===== src/rtl/fpn_pkg.sv =====
package fpn_pkg;
  localparam int SP_W     = 32;
  localparam int SP_EXP_W = 8;
  localparam int SP_MAN_W = 23;
  localparam int HP_W     = 16;
  localparam int HP_EXP_W = 5;
  localparam int HP_MAN_W = 10;
  localparam int SP_BIAS  = (1 << (SP_EXP_W - 1)) - 1;
  localparam int HP_BIAS  = (1 << (HP_EXP_W - 1)) - 1;
  localparam int SIG_W    = SP_MAN_W + 1;
  localparam int DROP_W   = SP_MAN_W - HP_MAN_W;
  localparam int NORM_MIN = SP_BIAS - HP_BIAS + 1;
  localparam int NORM_MAX = SP_BIAS + HP_BIAS;
  localparam int SUB_MIN  = NORM_MIN - HP_MAN_W - 1;
  localparam int MAG_W    = HP_W - 1;

  typedef enum logic [2:0] {
    RM_POS_INF = 3'd0,
    RM_NEG_INF = 3'd1,
    RM_ZERO    = 3'd2,
    RM_EVEN    = 3'd3,
    RM_AWAY    = 3'd4
  } rmode_e;

  typedef enum logic [2:0] {
    CL_TINY, CL_SUB, CL_NORM, CL_OVF, CL_INF, CL_NAN
  } cls_e;

  typedef struct packed {
    logic                sign;
    cls_e                cls;
    logic                nonzero;
    logic [MAG_W-1:0]    kept;
    logic                guard;
    logic                sticky;
    logic [HP_MAN_W-1:0] payload;
  } dec_t;

  function automatic logic dir_away(rmode_e m, logic s);
    return (m == RM_POS_INF && !s) || (m == RM_NEG_INF && s);
  endfunction
endpackage


===== src/rtl/fpn_unpack.sv =====
module fpn_unpack
  import fpn_pkg::*;
(
  input  logic [SP_W-1:0] op,
  output dec_t            dec
);
  localparam int SUBW = HP_MAN_W + SIG_W;

  logic [SP_EXP_W-1:0] ex;
  logic [SP_MAN_W-1:0] fr;
  logic [SP_EXP_W-1:0] sub_sh;
  logic [SUBW-1:0]     sub_w;
  logic [HP_EXP_W-1:0] nexp;

  assign ex     = op[SP_W-2 -: SP_EXP_W];
  assign fr     = op[SP_MAN_W-1:0];
  assign sub_sh = SP_EXP_W'(NORM_MIN - 1) - ex;
  assign sub_w  = {1'b1, fr, {HP_MAN_W{1'b0}}} >> sub_sh;
  assign nexp   = HP_EXP_W'(ex - SP_EXP_W'(NORM_MIN - 1));

  always_comb begin
    dec         = '0;
    dec.sign    = op[SP_W-1];
    dec.nonzero = |op[SP_W-2:0];
    dec.payload = fr[SP_MAN_W-1 -: HP_MAN_W];
    if (ex == {SP_EXP_W{1'b1}})
      dec.cls = (fr != '0) ? CL_NAN : CL_INF;
    else if (int'(ex) > NORM_MAX)
      dec.cls = CL_OVF;
    else if (int'(ex) >= NORM_MIN)
      dec.cls = CL_NORM;
    else if (int'(ex) >= SUB_MIN)
      dec.cls = CL_SUB;
    else
      dec.cls = CL_TINY;

    if (dec.cls == CL_SUB) begin
      dec.kept   = {{HP_EXP_W{1'b0}}, sub_w[SUBW-1 -: HP_MAN_W]};
      dec.guard  = sub_w[SIG_W-1];
      dec.sticky = |sub_w[SIG_W-2:0];
    end else begin
      dec.kept   = {nexp, fr[SP_MAN_W-1 -: HP_MAN_W]};
      dec.guard  = fr[DROP_W-1];
      dec.sticky = |fr[DROP_W-2:0];
    end
  end
endmodule


===== src/rtl/fpn_round.sv =====
module fpn_round
  import fpn_pkg::*;
(
  input  rmode_e           mode,
  input  logic             sign,
  input  logic [MAG_W-1:0] kept,
  input  logic             guard,
  input  logic             sticky,
  output logic [MAG_W-1:0] mag
);
  logic up;

  always_comb begin
    unique case (mode)
      RM_POS_INF, RM_NEG_INF: up = dir_away(mode, sign) && (guard || sticky);
      RM_ZERO:                up = 1'b0;
      RM_AWAY:                up = guard;
      default:                up = guard && (sticky || kept[0]);
    endcase
  end

  assign mag = kept + MAG_W'(up);
endmodule


===== src/rtl/fpn_pack.sv =====
module fpn_pack
  import fpn_pkg::*;
(
  input  dec_t             dec,
  input  rmode_e           mode,
  input  logic [MAG_W-1:0] mag,
  output logic [HP_W-1:0]  res
);
  localparam logic [MAG_W-1:0] MAG_INF = {{HP_EXP_W{1'b1}}, {HP_MAN_W{1'b0}}};
  localparam logic [MAG_W-1:0] MAG_MAX = MAG_INF - 1'b1;
  localparam logic [HP_MAN_W-1:0] QBIT = 1'b1 << (HP_MAN_W - 1);

  logic to_inf;
  logic lift;

  assign to_inf = (mode == RM_EVEN) || (mode == RM_AWAY) || dir_away(mode, dec.sign);
  assign lift   = dec.nonzero && dir_away(mode, dec.sign);

  always_comb begin
    unique case (dec.cls)
      CL_NAN:  res = {dec.sign, {HP_EXP_W{1'b1}}, dec.payload | QBIT};
      CL_INF:  res = {dec.sign, MAG_INF};
      CL_OVF:  res = {dec.sign, to_inf ? MAG_INF : MAG_MAX};
      CL_TINY: res = {dec.sign, {(MAG_W-1){1'b0}}, lift};
      default: res = {dec.sign, mag};
    endcase
  end
endmodule


===== src/rtl/fp_narrow_32to16.sv =====
module fp_narrow_32to16
  import fpn_pkg::*;
#(
  parameter bit REG_OUT = 1'b1
) (
  input  logic            clk,
  input  logic            rst,
  input  logic            in_valid,
  input  logic [SP_W-1:0] in_op,
  input  logic [2:0]      in_mode,
  output logic            out_valid,
  output logic [HP_W-1:0] out_res
);
  rmode_e           mode;
  dec_t             dec;
  logic [MAG_W-1:0] mag;
  logic [HP_W-1:0]  res;

  assign mode = (in_mode > 3'd4) ? RM_EVEN : rmode_e'(in_mode);

  fpn_unpack u_unpack (.op(in_op), .dec(dec));

  fpn_round u_round (
    .mode(mode), .sign(dec.sign), .kept(dec.kept),
    .guard(dec.guard), .sticky(dec.sticky), .mag(mag)
  );

  fpn_pack u_pack (.dec(dec), .mode(mode), .mag(mag), .res(res));

  generate
    if (REG_OUT) begin : g_reg
      always_ff @(posedge clk) begin
        if (rst) begin
          out_valid <= 1'b0;
          out_res   <= '0;
        end else begin
          out_valid <= in_valid;
          out_res   <= res;
        end
      end
    end else begin : g_comb
      assign out_valid = in_valid;
      assign out_res   = res;
    end
  endgenerate
endmodule


===== config.mk =====
export PLATFORM = sky130hd
export DESIGN_NAME = fp_narrow_32to16
export DESIGN_NICKNAME = d
export VERILOG_FILES = /design/src/rtl/fpn_pkg.sv /design/src/rtl/fpn_unpack.sv /design/src/rtl/fpn_round.sv /design/src/rtl/fpn_pack.sv /design/src/rtl/fp_narrow_32to16.sv
export SDC_FILE = /design/constraint.sdc
export NUM_CORES = 1
export LEC_CHECK = 0
export ABC_AREA = 1
export BUFFER_PORTS_ARGS = -buffer_cell sky130_fd_sc_hd__clkbuf_2
export CAP_MARGIN = 0
export CORE_UTILIZATION = 45
export CTS_CLUSTER_SIZE = 14
export DETAILED_ROUTE_END_ITERATION = 12
export PLACE_DENSITY = 0.67
export SYNTH_ARGS = -nofsm -noshare
export SYNTH_HDL_FRONTEND = slang
export SYNTH_SLANG_ARGS = --single-unit

===== constraint.sdc =====
create_clock -name clk -period 6 [get_ports clk]
set_input_delay 1.2 -clock clk [delete_from_list [all_inputs] [get_ports clk]]
set_output_delay 1.2 -clock clk [all_outputs]
set_load 0.01 [all_outputs]

After elaboration in Yosys (flattened, before gate mapping)
Index checks and enable logic that the tools add are counted.
{"block": "totals", "inputBits": 38, "output_inout_bits": 17, "register_bits": 17, "word_cells": 47}
{"block": "op_classes", "n_reduce_logical": 18, "mux": 10, "magnitude_cmp": 4, "eq_ne": 9, "addsub": 3, "shift": 1}
{"op": "15-bit case mux with 4 select lines", "count": 1}
{"op": "34-bit by 8-bit >> shifter with 34-bit output", "count": 1}
{"op": "31-bit OR reduction", "count": 1}
{"op": "23-bit nonzero test", "count": 1}
{"op": "23-bit OR reduction", "count": 1}
{"op": "17-bit 2-to-1 mux", "count": 1}
{"op": "8-bit by 7-bit >= comparator with 1-bit output, second input constant", "count": 2}
{"op": "15-bit by 1-bit adder with 15-bit output", "count": 1}
{"op": "3-bit 2-to-1 mux", "count": 4}
{"op": "12-bit OR reduction", "count": 1}
{"op": "11-bit 2-to-1 mux", "count": 1}
{"op": "3-bit by 2-bit == test with 1-bit output, second input constant", "count": 3}
{"op": "3-bit == test, second input constant", "count": 3}
{"op": "8-bit == test, second input constant", "count": 1}
{"op": "8-bit > comparator, second input constant", "count": 1}
{"op": "7-bit by 8-bit subtractor with 8-bit output, first input constant", "count": 1}
{"op": "3-bit by 1-bit == test with 1-bit output, second input constant", "count": 2}
{"op": "3-bit zero test", "count": 2}
{"op": "1-bit logical AND", "count": 5}
{"op": "1-bit logical OR", "count": 5}
{"op": "5-bit subtractor, second input constant", "count": 1}
{"op": "3-bit > comparator, second input constant", "count": 1}
{"op": "1-bit case mux with 3 select lines", "count": 1}
{"op": "1-bit 2-to-1 mux", "count": 2}
{"op": "other kinds (2)", "count": 2}

Logic depth before layout (Yosys ltp)
{"block": "depth", "ltp_word": 12, "ltp_mapped": 32, "depth_no_buf": 30}

Modules after synthesis
A second synthesis with hierarchy kept.
{"block": "hier_totals", "hier_cells": 604, "area_unflattened_um2": 3289.4}
{"module": "fpn_unpack", "cells_each": 391, "area_each_um2": 2024.4, "instances": 1, "seq_area_each_um2": 0.0}
{"module": "fp_narrow_32to16", "cells_each": 60, "area_each_um2": 528.0, "instances": 1, "seq_area_each_um2": 340.3}
{"module": "fpn_round", "cells_each": 84, "area_each_um2": 425.4, "instances": 1, "seq_area_each_um2": 0.0}
{"module": "fpn_pack", "cells_each": 69, "area_each_um2": 311.5, "instances": 1, "seq_area_each_um2": 0.0}

Least setup slack after synthesis
No wires, ideal clock.
{"block": "synth_timing", "kind": "input to register", "start": "input in_op[23]", "end": "register out_res[14]", "setup_ns": 0.070, "slack_ns": 1.306, "stages": 30, "path_buffers": 5, "t_arrival_ns": 4.624, "path_cell_list": "buf_6 -> inv_2 -> clkbuf_1 -> ha_1 -> clkbuf_1 -> clkinv_1 -> clkbuf_1 -> buf_1 -> nand2_1 -> nand3_1 -> nand2_1 -> nand2_1 -> nor2_1 -> nand2_1 -> nand2_1 -> a21oi_1 -> nand2_1 -> nand2_1 -> nand2_1 -> a21oi_1 -> ha_1 -> ha_1 -> nand2_1 -> nor2_1 -> nand2_2 -> nor2_4 -> nand2_1 -> o21ai_1 -> nand2_1 -> a21oi_1"}
{"block": "synth_via", "elab_chain_cells": 12, "word_cells_on_any_way": 25}
{"item": "start, declared", "line": "fp_narrow_32to16.sv:9", "text": "input logic [SP_W-1:0] in_op,"}
{"item": "parallel branches: the longest is 11 deep, another holds 15-bit by 1-bit adder with 15-bit output"}
{"item": "15-bit case mux with 4 select lines (*)", "line": "fpn_pack.sv:20", "text": "unique case (dec.cls)"}
{"item": "end signal, assigned", "line": "fp_narrow_32to16.sv:38", "text": "out_res <= res;"}
{"item": "end, declared", "line": "fp_narrow_32to16.sv:12", "text": "output logic [HP_W-1:0] out_res"}
Mark *: on every way between the ends.
A chain may end at the register's enable or synchronous reset.

Worst setup path in the final report
{"block": "layout_timing", "start": "input in_op[23]", "end": "register out_res[12]"}
The elaborated chain is that of the path after synthesis.

==> flow_summary.ini <==
[cells_and_area]
final_layout_size_suffix_gt1_share_pct = 18.5
n_antenna_cell = 0
nNetsFinal = 633
area.growth.synth_to_final_pct = 8.81
final_util_pct = 51.7
fill_cells = 693

[cts]
numCtsBuffers = 3
tritoncts = yes
cts_buffer_depth = 2
post-cts-setup-buffer-count = 0
ctsResizeCount = 0
clock-sinks = 17
path_clk_slew_ps = 60
cts_hold_buf = 0
cts_root_buf = clkbuf_8
cts-htree-levels = 1

[power_and_ir_drop]
ir_drop_uv = 85.4
p_per_area_nw_per_um2 = 146
fin_total_pwr_uw = 489
power.leakage_nw = 1.67

[synth]
yosys.cell_types.count = 45
synth_cells = 555
post_synth.cell_area_avg_um2 = 5.53
yosys_warnings = 0
synth_nets = 599
ys_ff_latch = 17
synth_area_um2 = 3070
yosysTopAreaCell = nand2_1
yosysSeqAreaShare_pct = 11.1
synth_top_area_share_pct = 20.7
synth_area_leaders = nand2_1 21%, nand3_1 14%, dfxtp_1 11%, nand4_1 5.7%, inv_1 5.3%

[global_routing]
grt_pass1_vias = 3382
grtUsageMet1_pct = 38.7
grt_max_degree = 39
met2_usage_pct = 42.9
track_usage_pct = 27.0
grt_overflow = 0
grt_pass1_wl_mm = 16.1
grt_use_met3_pct = 3.64
antenna_found_initial = 0
top_usage_layer = met2

[setup_path]
crit_buf_inv = 4
critPathMaxFanout = 27
max_stage_delay_ps = 660
cpMaxStageDelayCell = clkinv_1
worstPathRequired_ps = 6180
cp_top_family = simple AND/OR/NAND/NOR gates
arrival_ps = 5270
start_kind = input pin
path_common_cell = nand2_1
worst-setup-path-type = input pin to register
worstSetupEndpointType = register
cp.depth = 28

[placement]
preCtsSetupSlack_ps = 741
dp_hpwl_mm = 7.38
io_buffers = 54
place_congestion = 0.970

[floorplan]
core_um2 = 6460
fp-row-count = 29
initial_utilization_pct = 47.5
die_h_um = 84.6
die_w_um = 84.6
pin_count = 55
dieArea_um2 = 7150

[sta]
tightest_slew_ps = 734
rsz0062_at_grt = false
finalSetupTns_ps = 0
setup_violations = 0
period_share_pct = 84.9
final_hold_viol_count = 0
slew_headroom_pct = 50.8
setup_slack_ps = 905
whs_ps = 1140
post-route-min-period_ps = 5100
maxSlewViolCount = 0
fmax_mhz = 196

[detailed_routing]
wl_per_cell_um = 14.4
vias = 3864
drt-initial-drc-count = 399
vias_per_cell = 5.81
drcViolationCount = 3
routed_wl_mm = 9.58
first_pass_iters = 9
ant_nets = 0

[job]
cap_violations = 0

[min_path]
hp-class = input pin to register
hold_depth = 3

[run_status]
violations = design-rule violations
outcome = complete, but fails checks
final cells by class:
class,count,area [µm²],area share [%]
clock buffers,4,45.0,1.35
inverters,53,203,6.07
multi-input cells,456,2350,70.5
flip-flops and latches,17,340,10.2
well taps,77,96.3,2.89
repair buffers,58,300,9.00
routing by layer:
metal	part of all wire, %	vias up
li1	-	1937
met1	47	1728
met5	0	-
met3	7.6	17
met2	44	182
met4	1.7	0
where the power goes:
group          internal (mW)  switching (mW)  total (mW)
clock                 0.0470          0.0354      0.0824
combinational         0.0902           0.193       0.283
sequential             0.121         0.00206       0.123
placed cells by master (no fill, tap or decap), types with 5 or more instances in the layout:
| cell | instances |
|---|---|
| nor2_1 | 34 |
| nand3_1 | 83 |
| nand2_1 | 169 |
| dfxtp_1 | 17 |
| nand3_2 | 5 |
| nand4_1 | 28 |
| nor4_1 | 8 |
| inv_1 | 43 |
| ha_1 | 6 |
| nand2_4 | 5 |
| clkbuf_2 | 54 |
| o21ai_0 | 32 |
| a21oi_1 | 24 |
| nand2_2 | 9 |
| inv_2 | 7 |
| nor2_4 | 7 |
| nor3_1 | 8 |
cells in the mapped netlist, drive strengths merged:
library cell	number
nand4	28
buf	17
nand3	89
a21boi	1
nand2	183
and3	1
a221oi	1
a22oi	1
clkinv	2
ha	6
a211oi	1
o21bai	2
clkbuf	12
o211ai	3
o22ai	5
xnor2	2
nor4	8
inv	51
a31oi	4
or2	2
o31ai	1
a21oi	24
dfxtp	17
o21ai	37
nor2	45
nor3	8
nand3b	2
xor2	2
per-stage QoR:
| stage | cell area [µm²] | cells |
|---|---|---|
| after global routing | 3340 | 665 |
| after CTS | 3340 | 665 |
| after floorplan | 3070 | 555 |
| after global placement | 3290 | 661 |
| after detailed placement | 3290 | 661 |
| final | 3340 | 665 |
flip-flops by register name (all words and copies together) (netlist names):
register and cells:
out_res 16, out_valid 1
kinds of logic (layout without fill, tap and decap cells):
family / count (synthesis) / in the layout / share of synthesized area (%)
simple gates: 366 / 366 / 57.8
xor+xnor: 4 / 4 / 1.14
buf+inv: 82 / 115 / 12.2
compound gates: 80 / 80 / 15.3
flops: 17 / 17 / 11.1
fa+ha+maj: 6 / 6 / 2.45
path summary, 6_finish.rpt:
kind / slack, ps / end / start
worst max-delay path: 900 / out_res[12] / in_op[23]
worst min-delay path: 1140 / out_valid / in_valid
(Power assumes the default switching activity.)
